`config.mk`:
```
export PLATFORM = sky130hd
export DESIGN_NAME = gpio_mw_port
export DESIGN_NICKNAME = d
export VERILOG_FILES = /design/src/rtl/gpio_mw_pkg.sv /design/src/rtl/gpio_mw_dir_reg.sv /design/src/rtl/gpio_mw_out_half.sv /design/src/rtl/gpio_mw_sync.sv /design/src/rtl/gpio_mw_port.sv
export SDC_FILE = /design/constraint.sdc
export NUM_CORES = 1
export LEC_CHECK = 0
export ABC_CLOCK_PERIOD_IN_PS = 1600
export BUFFER_PORTS_ARGS = -buffer_cell sky130_fd_sc_hd__buf_2
export CORE_MARGIN = 2
export CORE_UTILIZATION = 47
export CTS_BUF_LIST = sky130_fd_sc_hd__clkbuf_2 sky130_fd_sc_hd__clkbuf_4 sky130_fd_sc_hd__clkbuf_8
export DETAILED_ROUTE_END_ITERATION = 7
export PLACE_DENSITY = 0.88
export SYNTH_ARGS = -nofsm -noshare
export SYNTH_HDL_FRONTEND = slang
export SYNTH_HIERARCHICAL = 1
export SYNTH_SLANG_ARGS = --single-unit
```
`constraint.sdc`:
```
create_clock -name clk -period 1.6 [get_ports clk]
set_clock_uncertainty 0.05 [all_clocks]
set_input_delay 0.32 -clock clk [delete_from_list [all_inputs] [get_ports clk]]
set_output_delay 0.32 -clock clk [all_outputs]
set_load 0.01 [all_outputs]
```
`src/rtl/gpio_mw_pkg.sv`:
```
package gpio_mw_pkg;
    localparam int PIN_W  = 32;
    localparam int HALF_W = PIN_W / 2;
    localparam int ADDR_W = 8;
    localparam int DATA_W = 32;

    localparam logic [ADDR_W-1:0] OFS_DIR_SET = 8'h00;
    localparam logic [ADDR_W-1:0] OFS_DIR_CLR = 8'h04;
    localparam logic [ADDR_W-1:0] OFS_OUT_LO  = 8'h08;
    localparam logic [ADDR_W-1:0] OFS_OUT_HI  = 8'h0C;
    localparam logic [ADDR_W-1:0] OFS_LEVEL   = 8'h10;
endpackage

```
`src/rtl/gpio_mw_dir_reg.sv`:
```
module gpio_mw_dir_reg #(
    parameter int W = 32
) (
    input  logic         clk,
    input  logic         rst_n,
    input  logic         set_en,
    input  logic         clr_en,
    input  logic [W-1:0] bits,
    output logic [W-1:0] dir_q
);
    always_ff @(posedge clk or negedge rst_n) begin
        if (!rst_n)
            dir_q <= '0;
        else if (set_en)
            dir_q <= dir_q | bits;
        else if (clr_en)
            dir_q <= dir_q & ~bits;
    end
endmodule

```
`src/rtl/gpio_mw_out_half.sv`:
```
module gpio_mw_out_half #(
    parameter int W = 16
) (
    input  logic         clk,
    input  logic         rst_n,
    input  logic         wr_en,
    input  logic [W-1:0] mask,
    input  logic [W-1:0] val,
    output logic [W-1:0] lat_q
);
    always_ff @(posedge clk or negedge rst_n) begin
        if (!rst_n)
            lat_q <= '0;
        else if (wr_en)
            lat_q <= (lat_q & ~mask) | (val & mask);
    end
endmodule

```
`src/rtl/gpio_mw_sync.sv`:
```
module gpio_mw_sync #(
    parameter int W      = 32,
    parameter int STAGES = 2
) (
    input  logic         clk,
    input  logic         rst_n,
    input  logic [W-1:0] din,
    output logic [W-1:0] dout
);
    logic [W-1:0] stg [STAGES];

    always_ff @(posedge clk or negedge rst_n) begin
        if (!rst_n) begin
            for (int i = 0; i < STAGES; i++)
                stg[i] <= '0;
        end else begin
            stg[0] <= din;
            for (int i = 1; i < STAGES; i++)
                stg[i] <= stg[i-1];
        end
    end

    assign dout = stg[STAGES-1];
endmodule

```
`src/rtl/gpio_mw_port.sv`:
```
module gpio_mw_port
    import gpio_mw_pkg::*;
#(
    parameter int SYNC_STAGES = 2
) (
    input  logic              clk,
    input  logic              rst_n,
    input  logic [ADDR_W-1:0] bus_addr,
    input  logic              bus_we,
    input  logic [DATA_W-1:0] bus_wdata,
    output logic [DATA_W-1:0] bus_rdata,
    input  logic [PIN_W-1:0]  pad_in,
    output logic [PIN_W-1:0]  pad_oe,
    output logic [PIN_W-1:0]  pad_out
);
    localparam int NHALF = PIN_W / HALF_W;

    logic              wr_set, wr_clr;
    logic [NHALF-1:0]  wr_half;
    logic [PIN_W-1:0]  dir_q;
    logic [PIN_W-1:0]  lat_q;
    logic [PIN_W-1:0]  lvl_q;

    assign wr_set     = bus_we && (bus_addr == OFS_DIR_SET);
    assign wr_clr     = bus_we && (bus_addr == OFS_DIR_CLR);
    assign wr_half[0] = bus_we && (bus_addr == OFS_OUT_LO);
    assign wr_half[1] = bus_we && (bus_addr == OFS_OUT_HI);

    gpio_mw_dir_reg #(.W(PIN_W)) dir_i (
        .clk    (clk),
        .rst_n  (rst_n),
        .set_en (wr_set),
        .clr_en (wr_clr),
        .bits   (bus_wdata[PIN_W-1:0]),
        .dir_q  (dir_q)
    );

    for (genvar h = 0; h < NHALF; h++) begin : g_half
        gpio_mw_out_half #(.W(HALF_W)) half_i (
            .clk   (clk),
            .rst_n (rst_n),
            .wr_en (wr_half[h]),
            .mask  (bus_wdata[2*HALF_W-1:HALF_W]),
            .val   (bus_wdata[HALF_W-1:0]),
            .lat_q (lat_q[h*HALF_W +: HALF_W])
        );
    end

    gpio_mw_sync #(.W(PIN_W), .STAGES(SYNC_STAGES)) sync_i (
        .clk   (clk),
        .rst_n (rst_n),
        .din   (pad_in),
        .dout  (lvl_q)
    );

    always_comb begin
        bus_rdata = '0;
        unique case (bus_addr)
            OFS_DIR_CLR: bus_rdata = dir_q;
            OFS_OUT_LO:  bus_rdata[HALF_W-1:0] = lat_q[HALF_W-1:0];
            OFS_OUT_HI:  bus_rdata[HALF_W-1:0] = lat_q[PIN_W-1:HALF_W];
            OFS_LEVEL:   bus_rdata = lvl_q;
            default:     bus_rdata = '0;
        endcase
    end

    assign pad_oe  = dir_q;
    assign pad_out = lat_q;
endmodule

```
# Word-level counts from Yosys, hierarchy flattened
# Cells that the tools add are included.
dict set report word_totals {
  regBits 128
  in_bits 75
  out_inout_bits 96
  wordCells 28
}
dict set report op_classes {
  n_eq_ne 4
  mux 4
  n_bitwise 9
  n_reduce_logical 6
}
# cell count
set op_table {}
lappend op_table {{$mux 32} 2}
lappend op_table {{$pmux 16 s4} 1}
lappend op_table {{$and 16x16->16} 3}
lappend op_table {{$and 32x32->32} 1}
lappend op_table {{$not 32->32} 1}
lappend op_table {{$or 16x16->16} 2}
lappend op_table {{$or 32x32->32} 1}
lappend op_table {{$pmux 16 s2} 1}
lappend op_table {{$eq 8x4->1 const B} 2}
lappend op_table {{$not 16->16} 1}
lappend op_table {{$eq 8x3->1 const B} 1}
lappend op_table {{$eq 8x5->1 const B} 1}
lappend op_table {{$logic_not 8->1} 1}
lappend op_table {{$logic_and 1x1->1} 4}
lappend op_table {{$reduce_bool 2->1} 1}

# Logic depth before layout (Yosys ltp)
# Gate-level depths: netlist of run 1.
dict set report logic_depth {
  word_depth 4
  ltp_mapped 7
  ltp_nobuf 4
}

# Hierarchy
# Netlist of run 1, hierarchy kept.
# mod n_inst cells_each area_each_um2 seq_area_each_um2
set by_module_without_submodules {}
lappend by_module_without_submodules {gpio_mw_sync 1 96 1841.8 1601.5}
lappend by_module_without_submodules {gpio_mw_out_half 2 50 700.7 400.4}
lappend by_module_without_submodules {gpio_mw_dir_reg 1 102 1249.9 800.8}
lappend by_module_without_submodules {gpio_mw_port 1 88 734.5 0.0}

# Worst setup path after synthesis of run 1
# Ideal clock, no wire load.
dict set report synth_timing {
  kind {input-to-reg}
  startpoint {input port bus_addr[5]}
  endpoint {register with a tool-made name}
  t_arrival_ns 1.744
  slack_ns -0.319
  cell_stages 7
  path_buffers 3
  cell_sequence {nor4_4 -> clkbuf_1 -> and3_1 -> buf_6 -> buf_6 -> nand2_1 -> mux2_4}
}
# element line
set synth_rtl {}
lappend synth_rtl {{start, declared} gpio_mw_port.sv:8} ;# input logic [ADDR_W-1:0] bus_addr,

# Final worst setup path of run 1
dict set report layout_timing {
  startpoint {input port bus_addr[1]}
  endpoint {output port bus_rdata[15]}
}
dict set report layout_via {
  elab_chain_cells 2
  word_cells_on_any_way 5
}
# element line
set layout_rtl {}
lappend layout_rtl {{$eq 8x5->1 (tied with other cells)} gpio_mw_port.sv:58} ;# unique case (bus_addr)
lappend layout_rtl {{$pmux 16 s4 *} gpio_mw_port.sv:58}
lappend layout_rtl {{end, declared} gpio_mw_port.sv:11} ;# output logic [DATA_W-1:0] bus_rdata,
# Mark *: on every way between the ends. The rest lies on a longest branch, timed or not.

==> results of run 1 <==
==> cells by family after synthesis <==
group | share of synthesized area
buffers and inverters | 0.0761
DFF | 0.613
and+or+nand+nor | 0.0900
AOI/OAI and AO/OA | 0.138
muxes | 0.0833
==> repair_timing <==
item	CTS	global route
gates cloned	1	2
pin swaps	20	4
gates resized for setup	20	8
setup endpoints to repair	32	32
hold buffers	33	0
endpoints found under the hold margin	56	0
buffers inserted	25	7
==> worst max path at each step <==
stage / startpoint / to / slack [ns]
floorplan: bus_addr[1] / register / -0.25
global placement: bus_addr[3] / bus_rdata[20] / -0.37
detailed placement: bus_addr[1] / bus_rdata[12] / -0.43
CTS: bus_addr[1] / bus_rdata[15] / -0.31
global route: bus_addr[1] / bus_rdata[29] / -0.36
finish: bus_addr[1] / bus_rdata[15] / -0.31
==> where the power goes <==
part | internal (µW) | switching [µW] | total (µW)
Sequential | 3380 | 75.6 | 3450
Clock | 2050 | 1290 | 3350
Combinational | 304 | 285 | 589
Total | 5730 | 1660 | 7390
==> stage by stage <==
step | cell area, µm² | total power (µW)
after floorplan | 5270 | 3670
after global placement | 6150 | 3930
after detailed placement | 6150 | 3960
after CTS | 7250 | 7430
after global routing | 7380 | 7670
final | 7380 | 7390
==> critical path, cell delays in order <==
cell and delay (ns):
buf_12 0.11, nor4b_4 0.34, buf_6 0.19, buf_8 0.14, a22o_1 0.17, a221o_1 0.14, buf_2 0.12
==> per-layer routing <==
metal	wire [µm]	up-vias
met5	0	-
met4	336	0
met3	1170	29
met2	7430	214
met1	6290	2062
li1	-	1818
==> cell type report <==
type / instances / area, µm²
Clock buffer: 18 / 248
Clock inverter: 14 / 236
Fill cell: 779 / 3460
Multi-Input combinational cell: 204 / 1660
Sequential cell: 128 / 3200
Tap cell: 140 / 175
Timing Repair Buffer: 259 / 1850
==> placed cells by master (no fill, tap or decap), drive strengths merged <==
| cell | count |
|---|---|
| buf | 225 |
| and3 | 21 |
| nor4 | 2 |
| and2 | 1 |
| and4bb | 1 |
| nor4b | 2 |
| mux2 | 32 |
| clkinv | 5 |
| dlygate4sd3 | 33 |
| nand2 | 64 |
| clkbuf | 19 |
| clkinvlp | 2 |
| a221o | 16 |
| bufinv | 6 |
| nor3 | 1 |
| a22o | 64 |
| dfrtp | 128 |
| inv | 1 |
==> impl_metrics.csv, run 1 <==
group,metric,value,unit
setup_path,crit_type,"in -> out",
hold_path,hold_depth,2,
die,io-pin-count,171,
sta,finalSetupTns,-8.80,ns
synth,synth_top_area_cell,"dfrtp_1",
synth,async_reset_ff_frac,1.00,
layout,final_util,0.681,
setup_path,reg2reg_depth,3,
placement,dp_hpwl,9640,µm
die,start_util,0.482,
layout,final_cells,763,
synth,synth.avg_cell_area,13.5,µm²
layout,n_antenna_cell,0,
clock_tree,insertion_delay,0.44,ns
clock_tree,cts_root_buffer,"clkbuf_8",
placement,gp_congestion,0.868,
synth,synth_edf_count,0,
synth,yosys_warnings,6,
grt,grt_pass1_vias,4384,
sta,fin_ws,-0.306,ns
drt,drtAntennaViolNets,0,
layout,nets,685,
setup_path,end_kind,"primary output",
clock_tree,cts_tree,"yes",
die,row_count,38,
synth,synth_top_area_frac,0.613,
synth,synth.distinct_cells,17,
sta,relSlewSlack,0.807,
status,outcome,"finished, violations left",
die,fp.dieH,109,µm
grt,use_met2,0.405,
sta,timing.final.crit_share,1.19,
placement,place_inst,663,
pwr,p_per_area,1000,nW/µm²
pwr,vdd_drop_max,0.000932,V
synth,ys_ff_latch,128,
setup_path,arrival,1.54,ns
synth,syn_nets,461,
clock_tree,cts_made_buffers,17,
drt,vias,4123,
grt,met1_usage,0.315,
die,die_w,109,µm
sta,report.final.slew_viol_count,0,
sta,hold-worst-slack,0.0988,ns
clock_tree,path_clk_slew,0.07,ns
placement,port_buffers,170,
synth,syn_inst,386,
synth,ys_seq_area_frac,0.613,
grt,globalRouteOverflowTotal,0,
grt,grt_pass1_wl,22300,µm
hold_path,min_from,"bus_wdata[14]",
sta,finalSetupViolations,32,
sta,max_freq,0.525,GHz
grt,global_route.usage.met3,0.0723,
pwr,power_leakage,0.00389,µW
drt,drc_errors,0,
clock_tree,cts.htree.levels,4,
die,design.core.area,10800,µm²
sta,worstMarginPinSlew,0.288,ns
synth,synth_flop_cell,"dfrtp_1",
drt,wl_per_cell,20.0,µm
drt,dr.pass1.iters,4,
placement,dp_slack,-0.426,ns
synth,yosysMostFrequentCell,"dfrtp_1",
sta,hold_viol_final,0,
grt,track_usage,0.252,
status,violations,"negative setup slack",
sta,rsz0062_at_grt,"true",
synth,synthesis.area,5230,µm²
layout,area_growth,41.1,%
grt,antenna_found_initial,0,
grt,grt_most_used_layer,"met2",
setup_path,rrSetupSlack,0.60,ns
setup_path,start_kind,"primary input",
setup_path,worst_ep_required_time,1.23,ns
synth,synthTopCellsByCount,"128 x dfrtp_1, 64 x a22o_1, 64 x nand2_1, 33 x buf_4, 21 x and3_1",
die,dieArea,12000,µm²
synth,ys_top_cells_by_area,"dfrtp_1 61%, a22o_1 11%, mux2_4 5.7%",
setup_path,worstPathMaxFanout,7,
grt,grt_max_degree,54,
hold_path,hp-class,"in -> reg",
drt,wl,15200,µm
drt,via_per_inst,5.40,
clock_tree,clock-sinks,128,
clock_tree,cts_buffer_depth,2,
run,drv_cap,0,
layout,drive_above_1_share,0.483,
drt,drtIter0Drc,285,
sta,finalCriticalPeriod,1.91,ns
Note: power is estimated with default switching activity, not from simulation.
==> run 2, diff against run 1 <==
--- a/config.mk
+++ b/config.mk
@@ -12,6 +12,7 @@
 export CTS_BUF_LIST = sky130_fd_sc_hd__clkbuf_2 sky130_fd_sc_hd__clkbuf_4 sky130_fd_sc_hd__clkbuf_8
 export DETAILED_ROUTE_END_ITERATION = 7
 export PLACE_DENSITY = 0.88
+export RECOVER_POWER = 100
 export SYNTH_ARGS = -nofsm -noshare
 export SYNTH_HDL_FRONTEND = slang
 export SYNTH_HIERARCHICAL = 1
==> impl_metrics.csv, run 2 (synthesis gave the netlist of run 1 again) <==
group,metric,value,unit
setup_path,crit_family,"buffers and inverters",
clock_tree,insertion_delay,0.43,ns
layout,nets,685,
grt,grt_pass1_wl,22300,µm
layout,multi_input_area,1630,µm²
drt,drtIter0Drc,312,
placement,dp_slack,-0.426,ns
pwr,power_leakage,0.00358,µW
drt,drc_errors,0,
status,violations,"negative setup slack",
status,outcome,"finished, violations left",
clock_tree,cts_root_buffer,"clkbuf_8",
placement,placed_area,6150,µm²
run,drv_cap,0,
layout,area_growth,37.7,%
die,start_util,0.482,
die,dieArea,12000,µm²
sta,hold_viol_final,0,
sta,report.final.slew_viol_count,0,
drt,wl,15100,µm
sta,timing.final.crit_share,1.20,
placement,port_buffers,170,
drt,wl_per_cell,19.8,µm
drt,vias,4127,
pwr,vdd_drop_max,0.000927,V
layout,layout_commonest_cell,"dfrtp_1",
clock_tree,cts_tree,"yes",
clock_tree,cts.htree.levels,4,
layout,n_fill_cell,840,
clock_tree,path_clk_slew,0.08,ns
grt,antenna_found_initial,0,
setup_path,start_kind,"primary input",
layout,seq_area,3200,µm²
pwr,p_per_area,1020,nW/µm²
sta,finalCriticalPeriod,1.92,ns
setup_path,cpPeakStageDelay,0.34,ns
clock_tree,cts_made_buffers,17,
setup_path,crit_slowest_cell,"nor4b_4",
setup_path,crit_type,"in -> out",
drt,via_per_inst,5.41,
grt,track_usage,0.252,
sta,worstMarginPinSlew,0.692,ns
sta,fin_ws,-0.315,ns
clock_tree,cts_buffer_depth,2,
setup_path,crit_buf_inv,4,
die,design.core.area,10800,µm²
layout,final_cell_area,7200,µm²
layout,drive_above_1_share,0.366,
setup_path,worst_ep_required_time,1.23,ns
sta,max_freq,0.522,GHz
placement,dp_hpwl,9640,µm
clock_tree,clock-sinks,128,
layout,layout_common_cells,"128 x dfrtp_1, 101 x buf_2, 64 x a22o_1, 64 x nand2_1, 63 x clkbuf_1",
hold_path,hp-class,"in -> reg",
die,fp.dieH,109,µm
placement,gp_congestion,0.868,
grt,globalRouteOverflowTotal,0,
setup_path,worstPathMaxFanout,7,
layout,n_antenna_cell,0,
die,die_w,109,µm
die,row_count,38,
grt,grt_pass1_vias,4384,
setup_path,arrival,1.55,ns
sta,finalSetupViolations,32,
sta,rsz0062_at_grt,"true",
drt,drtAntennaViolNets,0,
sta,relSlewSlack,0.538,
setup_path,cp_cell_sequence,"buf_12 -> nor4b_4 -> buf_6 -> buf_8 -> a22o_1 -> a221o_1 -> buf_2",
sta,hold-worst-slack,0.0992,ns
sta,finalSetupTns,-8.76,ns
setup_path,end_kind,"primary output",
grt,grt_max_degree,54,
die,io-pin-count,171,
drt,dr.pass1.iters,4,
run 2: cell count changes in the layout (fill, tap and decap cells not counted), moves of 5 or more:
cell,before,now
buf_2,163,101
mux2_4,20,13
buf_12,10,5
mux2_1,0,7
clkbuf_1,0,63
run 2: per-layer routing:
| layer | global-route usage | wire [µm] |
|---|---|---|
| met3 | 0.0723 | 1070 |
| met1 | 0.315 | 6200 |
| met4 | 0.115 | 339 |
| met5 | 0 | 0 |
| met2 | 0.405 | 7510 |
run 2: cell type report:
cell class / count / area share
flip-flops and latches: 128 / 0.445
repair buffers: 259 / 0.237
multi-input cells: 204 / 0.226
clock buffers: 18 / 0.0344
clock inverters: 14 / 0.0329
well taps: 140 / 0.0243
run 2: worst paths after layout:
check	start	to	slack (ns)	cells after the start
max	bus_addr[1]	bus_rdata[15]	-0.32	7
min	bus_wdata[14]	register	0.1	2
max reg2reg	register	register	0.60	3
min reg2reg	sync_i/stg[52]	sync_i/dout[20]	0.29	0
max in group asynchronous	rst_n	sync_i/stg[44]	0.17	3
min in group asynchronous	rst_n	async pin	0.41	2
run 2: through the flow:
| stage | util | instances | total power, µW |
|---|---|---|---|
| global route | 0.664 | 763 | 7650 |
| finish | 0.664 | 763 | 7360 |
| CTS | 0.669 | 754 | 7430 |
| global placement | 0.567 | 663 | 3930 |
| detailed placement | 0.567 | 663 | 3960 |
| floorplan | - | 386 | 3670 |
run 2: what timing repair did:
action                                 in CTS  in global routing
buffers inserted                           25                  7
pin swaps                                  20                  4
endpoints found under the hold margin      56                  0
setup endpoints to repair                  32                 32
gates resized for setup                    20                  8
hold buffers                               33                  0
gates cloned                                1                  2
run 2: power breakdown:
| part | internal [µW] | switching (µW) |
|---|---|---|
| logic | 277 | 283 |
| clock network | 2050 | 1290 |
| registers | 3380 | 76.4 |
